===== config.mk =====
export PLATFORM = sky130hd
export DESIGN_NAME = tsag_top
export DESIGN_NICKNAME = d
export VERILOG_FILES = /design/src/rtl/tsag_pkg.sv /design/src/rtl/tsag_edge.sv /design/src/rtl/tsag_updn.sv /design/src/rtl/tsag_top.sv
export SDC_FILE = /design/constraint.sdc
export NUM_CORES = 1
export LEC_CHECK = 0
export ABC_AREA = 0
export ABC_CLOCK_PERIOD_IN_PS = 1690
export CORE_MARGIN = 1.5
export CORE_UTILIZATION = 40
export DETAILED_ROUTE_END_ITERATION = 7
export DONT_BUFFER_PORTS = 1
export SLEW_MARGIN = 30
export SYNTH_ARGS = -nofsm -noshare
export SYNTH_HDL_FRONTEND = slang
export SYNTH_HIERARCHICAL = 1
export SYNTH_SLANG_ARGS = --single-unit
export TNS_END_PERCENT = 1

===== constraint.sdc =====
create_clock -name clk -period 1.69 [get_ports clk]
set_input_delay 0.0845 -clock clk [delete_from_list [all_inputs] [get_ports clk]]
set_output_delay 0.0845 -clock clk [all_outputs]
set_load 0.005 [all_outputs]

===== src/rtl/tsag_pkg.sv =====
package tsag_pkg;

    // Target of a CPU write.
    typedef enum logic [1:0] {
        SEL_HSCROLL = 2'd0,
        SEL_VSCROLL = 2'd1,
        SEL_MAPADDR = 2'd2,
        SEL_UNUSED  = 2'd3
    } tsag_sel_e;

    // Number of scan sync inputs handled by the edge detectors.
    localparam int NUM_SYNCS = 2;
    localparam int SYNC_H    = 0;
    localparam int SYNC_V    = 1;

endpackage


===== src/rtl/tsag_edge.sv =====
module tsag_edge #(
    parameter int STAGES = 2
) (
    input  logic clk,
    input  logic rst_n,
    input  logic level_in,
    output logic rise
);
    localparam int LEN = STAGES + 1;

    logic [LEN-1:0] chain_d, chain_q;

    always_comb begin
        chain_d = {chain_q[LEN-2:0], level_in};
    end

    always_ff @(posedge clk) begin
        if (!rst_n) chain_q <= '0;
        else        chain_q <= chain_d;
    end

    // Synchronized level is high, the one a cycle older is low.
    assign rise = chain_q[LEN-2] & ~chain_q[LEN-1];
endmodule


===== src/rtl/tsag_updn.sv =====
module tsag_updn #(
    parameter int W = 9
) (
    input  logic         clk,
    input  logic         rst_n,
    input  logic         load,
    input  logic [W-1:0] load_val,
    input  logic         step,
    input  logic         down,
    output logic [W-1:0] count
);
    logic [W-1:0] count_d, count_q;

    always_comb begin
        count_d = count_q;
        if (load)
            count_d = load_val;
        else if (step)
            count_d = down ? count_q - W'(1) : count_q + W'(1);
    end

    always_ff @(posedge clk) begin
        if (!rst_n) count_q <= '0;
        else        count_q <= count_d;
    end

    assign count = count_q;
endmodule


===== src/rtl/tsag_top.sv =====
module tsag_top
    import tsag_pkg::*;
#(
    parameter  int CW          = 9,
    parameter  int FINE        = 3,
    parameter  int TCW         = 8,
    parameter  int SYNC_STAGES = 2,
    localparam int COLW        = CW - FINE,
    localparam int MAW         = 2 * COLW,
    localparam int DW          = (MAW > CW) ? MAW : CW,
    localparam int GAW         = TCW + FINE
) (
    input  logic           clk,
    input  logic           rst_n,
    input  logic           cpu_we,
    input  logic [1:0]     cpu_sel,
    input  logic [DW-1:0]  cpu_data,
    input  logic           cpu_mode,
    input  logic           flip,
    input  logic           pix_en,
    input  logic           hsync_in,
    input  logic           vsync_in,
    input  logic [TCW-1:0] tile_code,
    output logic [MAW-1:0] map_addr,
    output logic [GAW-1:0] gfx_addr
);
    typedef struct packed {
        logic [CW-1:0]  hshadow;
        logic [CW-1:0]  vshadow;
        logic [CW-1:0]  hactive;
        logic [MAW-1:0] cpu_addr;
    } regs_t;

    regs_t regs_d, regs_q;

    logic [NUM_SYNCS-1:0] sync_level;
    logic [NUM_SYNCS-1:0] sync_rise;
    logic                 hs_rise, vs_rise;
    logic [CW-1:0]        hcnt, vcnt;
    tsag_sel_e            sel;

    assign sync_level = {vsync_in, hsync_in};

    for (genvar g = 0; g < NUM_SYNCS; g++) begin : g_sync
        tsag_edge #(.STAGES(SYNC_STAGES)) u_edge (
            .clk      (clk),
            .rst_n    (rst_n),
            .level_in (sync_level[g]),
            .rise     (sync_rise[g])
        );
    end

    assign hs_rise = sync_rise[SYNC_H];
    assign vs_rise = sync_rise[SYNC_V];
    assign sel     = tsag_sel_e'(cpu_sel);

    // CPU shadow registers; the active horizontal scroll follows only at vsync.
    always_comb begin
        regs_d = regs_q;
        if (cpu_we) begin
            case (sel)
                SEL_HSCROLL: regs_d.hshadow  = cpu_data[CW-1:0];
                SEL_VSCROLL: regs_d.vshadow  = cpu_data[CW-1:0];
                SEL_MAPADDR: regs_d.cpu_addr = cpu_data[MAW-1:0];
                default:     ;
            endcase
        end
        if (vs_rise)
            regs_d.hactive = regs_q.hshadow;
    end

    always_ff @(posedge clk) begin
        if (!rst_n) regs_q <= '0;
        else        regs_q <= regs_d;
    end

    // Horizontal counter: preset at vsync, reloaded every line, stepped per pixel.
    tsag_updn #(.W(CW)) u_hcnt (
        .clk      (clk),
        .rst_n    (rst_n),
        .load     (vs_rise | hs_rise),
        .load_val (vs_rise ? regs_q.hshadow : regs_q.hactive),
        .step     (pix_en),
        .down     (flip),
        .count    (hcnt)
    );

    // Vertical counter: preset at vsync, stepped once per line.
    tsag_updn #(.W(CW)) u_vcnt (
        .clk      (clk),
        .rst_n    (rst_n),
        .load     (vs_rise),
        .load_val (regs_q.vshadow),
        .step     (hs_rise),
        .down     (flip),
        .count    (vcnt)
    );

    assign map_addr = cpu_mode ? regs_q.cpu_addr
                               : {vcnt[CW-1:FINE], hcnt[CW-1:FINE]};
    assign gfx_addr = {tile_code, vcnt[FINE-1:0]};
endmodule


After elaboration in Yosys (flattened, before gate mapping). Cells that the tools add are included.

Register bits: 63. Input port bits: 30. Output and inout port bits: 23. Logic and storage cells: 33.

$add $sub $neg: 4. Eq/ne operators: 2. Mux-type cells: 8. Bitwise operators: 5. Reduce and logical (&&, ||, !) cells: 6.

Operators with widths (count): 2-to-1 mux 9 bit (7); adder 9 x 1 -> 9 bit (second input constant) (2); subtractor 9 x 1 -> 9 bit (second input constant) (2); 2-to-1 mux 12 bit (1); AND reduction 2 bit (3); nonzero test 2 bit (2); bitwise AND 1 bit (2); equality test 2 x 1 -> 1 bit (second input constant) (1); equality test 2 bit (second input constant) (1); logical NOT 2 bit (1); inverter 1 bit (2); bitwise OR 1 bit (1).

Logic depth before layout (Yosys ltp).
Depth in word-level cells: 4. Mapped depth: 8. Depth with buffers taken out: 7.

Hierarchy. Netlist, hierarchy kept.

By module, submodules not included: tsag_top (times used 1, cells each 164, area an instance 1685.4 um2, seq. area each 780.7 um2); tsag_updn (times used 2, cells each 100, area an instance 779.5 um2, seq. area each 180.2 um2); tsag_edge (times used 2, cells each 7, area an instance 92.6 um2, seq. area each 60.1 um2).

Least setup slack after synthesis. Ideal clock, no wire load.

Path kind: register -> register. Start point: register g_sync[1].u_edge.chain_q[1]. End point: register u_hcnt.count_q[8] (netlist: u_hcnt/count[8]). Library setup time: 0.062 ns. Arrival time: 1.686 ns. Required time: 1.628 ns. Path slack: -0.058 ns. Cell stages (with the launch flop): 8. Path buffers: 1. Period minus slack after synthesis: 1.748 ns. Path through: dfxtp_1 > nor2b_4 > buf_2 > or2_2 > nor2b_1 > nand2_1 > or4_1 > nand3_1.

Word-level cells in the longest chain between the ends: 3. Elaborated cells between the ends (all ways): 5. Classes of those cells: mux: 2; bitwise: 2; reduce/logical: 1.

RTL lines: start, declared (line tsag_edge.sv:11) `logic [LEN-1:0] chain_d, chain_q;`; start signal, assigned (line tsag_edge.sv:19) `else chain_q <= chain_d;`; bitwise AND 1 bit * (line tsag_edge.sv:23) `assign rise = chain_q[LEN-2] & ~chain_q[LEN-1];`; named net vs_rise (line tsag_top.sv:38) `logic hs_rise, vs_rise;`; 2-to-1 mux 9 bit or bitwise OR 1 bit (tied branches); 2-to-1 mux 9 bit or nonzero test 2 bit (tied branches); end signal, assigned (line tsag_updn.sv:24) `else count_q <= count_d;`; end, declared (line tsag_updn.sv:12) `logic [W-1:0] count_d, count_q;`.

Mark *: on every way through the listed nets, which the timed path passes. The rest lies on a longest branch. A chain may end at the register's enable or synchronous reset.

Worst setup path in the final report.
Start point: register u_hcnt.count_q[4] (netlist: u_hcnt/count[4]). End point: register u_hcnt.count_q[8] (netlist: u_hcnt/count[8]).

Word-level cells in the longest chain between the ends: 4. Elaborated cells between the ends (all ways): 5. Classes of those cells: add/sub: 2; mux: 3.

RTL lines: adder 9 x 1 -> 9 bit or subtractor 9 x 1 -> 9 bit (tied branches) (line tsag_updn.sv:19) `count_d = down ? count_q - W'(1) : count_q + W'(1);`; 2-to-1 mux 9 bit * (line tsag_updn.sv:19); 2-to-1 mux 9 bit * (line tsag_updn.sv:18) `else if (step)`; 2-to-1 mux 9 bit * (line tsag_updn.sv:16) `if (load)`.

Mark *: on every way between the ends. The rest lies on a longest branch, timed or not. The select of a mux whose other input is x is not followed.

==> summary.txt <==
Final layout
  – P&R area growth vs syn: 21.1%
  – Final non-filler cell total: 514
  – Multi-input gate area: 0.00211 sq mm
  – Fin nets: 451
  – Antenna diodes: 0
  – Fill cells: 797
  – Register Area: 0.00126 sq mm
  – Share of layout cells above drive strength 1: 0.218

Route
  – Drc violations: 0
  – Vias/cell: 5.50
  – Initial DRC count: 117
  – Routed wire length: 8.28 mm
  – Wire per inst: 16.1 um
  – Final ANT Viol Nets: 0
  – 1st-pass router iterations: 4
  – Vias: 2,827

Floorplan
  – Die W: 95.6 um
  – Initial Util: 0.415
  – Std-Cell Core Area: 0.00826 sq mm
  – Die area: 0.00914 sq mm
  – Rows: 33
  – Die Ht: 95.6 um
  – # IOs: 53

Setup path
  – Crit Path Max Fanout: 3
  – Critical path, cell by cell: ha_1, buf_4, o21a_1, o31ai_4, a21oi_1, or4_1, nand3_1
  – CP max-delay cell: or4_1
  – RR Startpoint: u_hcnt/count[4]
  – R2r setup slk: 0.04 ns
  – Critical path class: flop to flop
  – Worst path max stage delay: 0.41 ns
  – Buf+Inv Stages, Crit Path: 1
  – Worst R2R End: u_hcnt/count[8]
  – Cell family with most CP delay: simple AND/OR/NAND/NOR gates
  – Setup crit end kind: flop
  – Reg2Reg Depth: 7
  – Critical path required time: 1.97 ns
  – Startpoint Class: flop
  – CP arrival: 1.93 ns

Timing
  – Top achievable clock speed: 606 MHz
  – Skew final: 0.00838 ns
  – Setup violators final: 0
  – Worst relative slew slack: 0.621
  – Final Max Tran Viols: 0
  – Minimum clock period: 1.65 ns
  – Fin crit share: 0.977
  – Worst slew pin tran: 0.569 ns
  – Final setup TNS: 0 ns
  – Worst hold margin: 0.00473 ns
  – Hold Vio Cnt, Final: 0
  – Worst setup margin: 0.0393 ns
  – RSZ-0062 raised after global routing: yes

Clock tree
  – Worst skew pair latency: 0.34 ns
  – H-tree depth: 3
  – Num Clock Sinks: 63
  – TritonCTS clock tree: done
  – Max Buffers Root-to-Sink: 2
  – CTS Buf Count: 9
  – CTS clk-pin slew, worst paths: 0.07 ns
  – CTS root buffer: clkbuf_8

Worst hold path
  – Worst Hold Class: input port to flop
  – Worst hold start: rst_n
  – Hold depth: 2
  – Hold path endpoint: regs_q[8]

Synthesis
  – Number of synthesized flops with an enable pin: 0
  – Mapped Area: 0.00343 sq mm
  – Synth area leader: dfxtp_1
  – Commonest cells in the netlist: dfxtp_1 (63), nand2_1 (62), mux2i_1 (30), mux2_2 (21), a21oi_1 (20)
  – Net count after synthesis: 424
  – Ys Warns: 6
  – Synthesized area per cell: 9.07 sq um
  – Async SR Flop Fraction: 0
  – Count of cell types in the netlist: 48
  – Most common cell in the synthesized netlist: dfxtp_1
  – Ranking of synthesized cells by area: dfxtp_1 (37%), mux2i_1 (8.8%), mux2_2 (6.9%)
  – Sequential element share of the synthesized area: 0.368
  – Yosys top cell area share: 0.368
  – Number of synthesized register bits: 63
  – Most used DFF post-synth: dfxtp_1
  – Post-Synthesis Cells: 378

Global route
  – GR Util met2: 0.293
  – Grt total ovfl: 0
  – Global routing's busiest layer: met2
  – All-Layer GR Usage: 0.186
  – Largest net degree at the start of global routing: 67
  – First-pass GRT wire length: 12.8 mm
  – Grt met1 use: 0.244
  – Antenna violations before repair: 0
  – Vias in the first global route: 2,646
  – GR Util met3: 0.0566

Power and ir drop
  – Leak pwr: 0.00180 uW
  – VDD IR max: 0.000826 V
  – Pwr dens: 927 mW/mm^2
  – Pwr Total: 3850 uW

Place
  – Port Buffers: 0
  – Place WS: -0.0148 ns
  – GP Congestion: 0.836
  – DP HPWL: 5.60 mm
  – Dpl cells: 478

Flow run
  – Max Cap Viol: 0

Outcome
  – Status: complete, no violations
## registers in the layout, indices dropped and copies added, names as in the netlist
register               cells
g_sync.u_edge/chain_q      6
regs_q                    39
u_vcnt/count               9
u_hcnt/count               9
## metal layers
metal	share of wire	up-vias
met5	0	-
met4	0.012	0
met3	0.052	11
met2	0.46	66
met1	0.47	1359
li1	-	1391
## repair_timing
item | CTS | global route
pin swaps | 2 | 5
setup buffers | 0 | 1
hold endpoints to repair | 62 | 1
setup endpoints to repair | 4 | 8
gates resized for setup | 2 | 25
hold buffers | 19 | 1
## metrics by stage
| step | util | area [sq um] |
|---|---|---|
| after global routing | 0.503 | 4150 |
| after CTS | 0.485 | 4010 |
| after global placement | 0.431 | 3560 |
| final | 0.503 | 4150 |
| after floorplan | - | 3430 |
| after detailed placement | 0.431 | 3560 |
## cell families after synthesis
group,count (synthesis),synth area share
xor gates and xnor gates,8,0.0204
buffers and inverters,37,0.0558
muxes,51,0.157
AOI/OAI and AO/OA,68,0.132
adders and majority gates,16,0.0628
DFF,63,0.368
and+or+nand+nor,135,0.205
## power breakdown
part | switching, uW | internal [uW] | total, uW
clock network | 560 | 941 | 1500
logic | 365 | 374 | 739
registers | 54.0 | 1560 | 1610
## cells in the final DEF, fill, tap and decap left out, types with 5 or more instances in the layout
master	instances
nand2_1	62
dfxtp_1	60
mux2i_1	30
mux2_2	21
dlygate4sd3_1	19
buf_4	18
a21oi_1	17
and2_1	15
inv_1	14
clkbuf_8	12
o21ai_0	10
nor3_1	10
ha_1	9
nor2_1	8
nand3_1	6
a211oi_1	6
nor2b_1	5
## area by class of cell
type,instances,area share
timing repair buffer,39,0.0877
tap,105,0.0316
inverter,14,0.0127
multi-input combinational,278,0.508
sequential,63,0.305
clock buffer,12,0.0398
clock inverter,3,0.0157
## how the worst max path moves through the flow
stage / from / end / slack (ns) / depth (start not counted)
floorplan: g_sync[1].u_edge/chain_q[1] / u_hcnt/count[8] / 0.03 / 7
global placement: u_hcnt/count[2] / u_hcnt/count[8] / 0.02 / 6
detailed placement: u_hcnt/count[2] / u_hcnt/count[8] / -0.01 / 6
CTS: u_vcnt/count[5] / u_vcnt/count[8] / 0.01 / 6
global route: u_vcnt/count[2] / u_vcnt/count[5] / -0.05 / 7
finish: u_hcnt/count[4] / u_hcnt/count[8] / 0.04 / 7
Power figures use the tool's default switching activity.
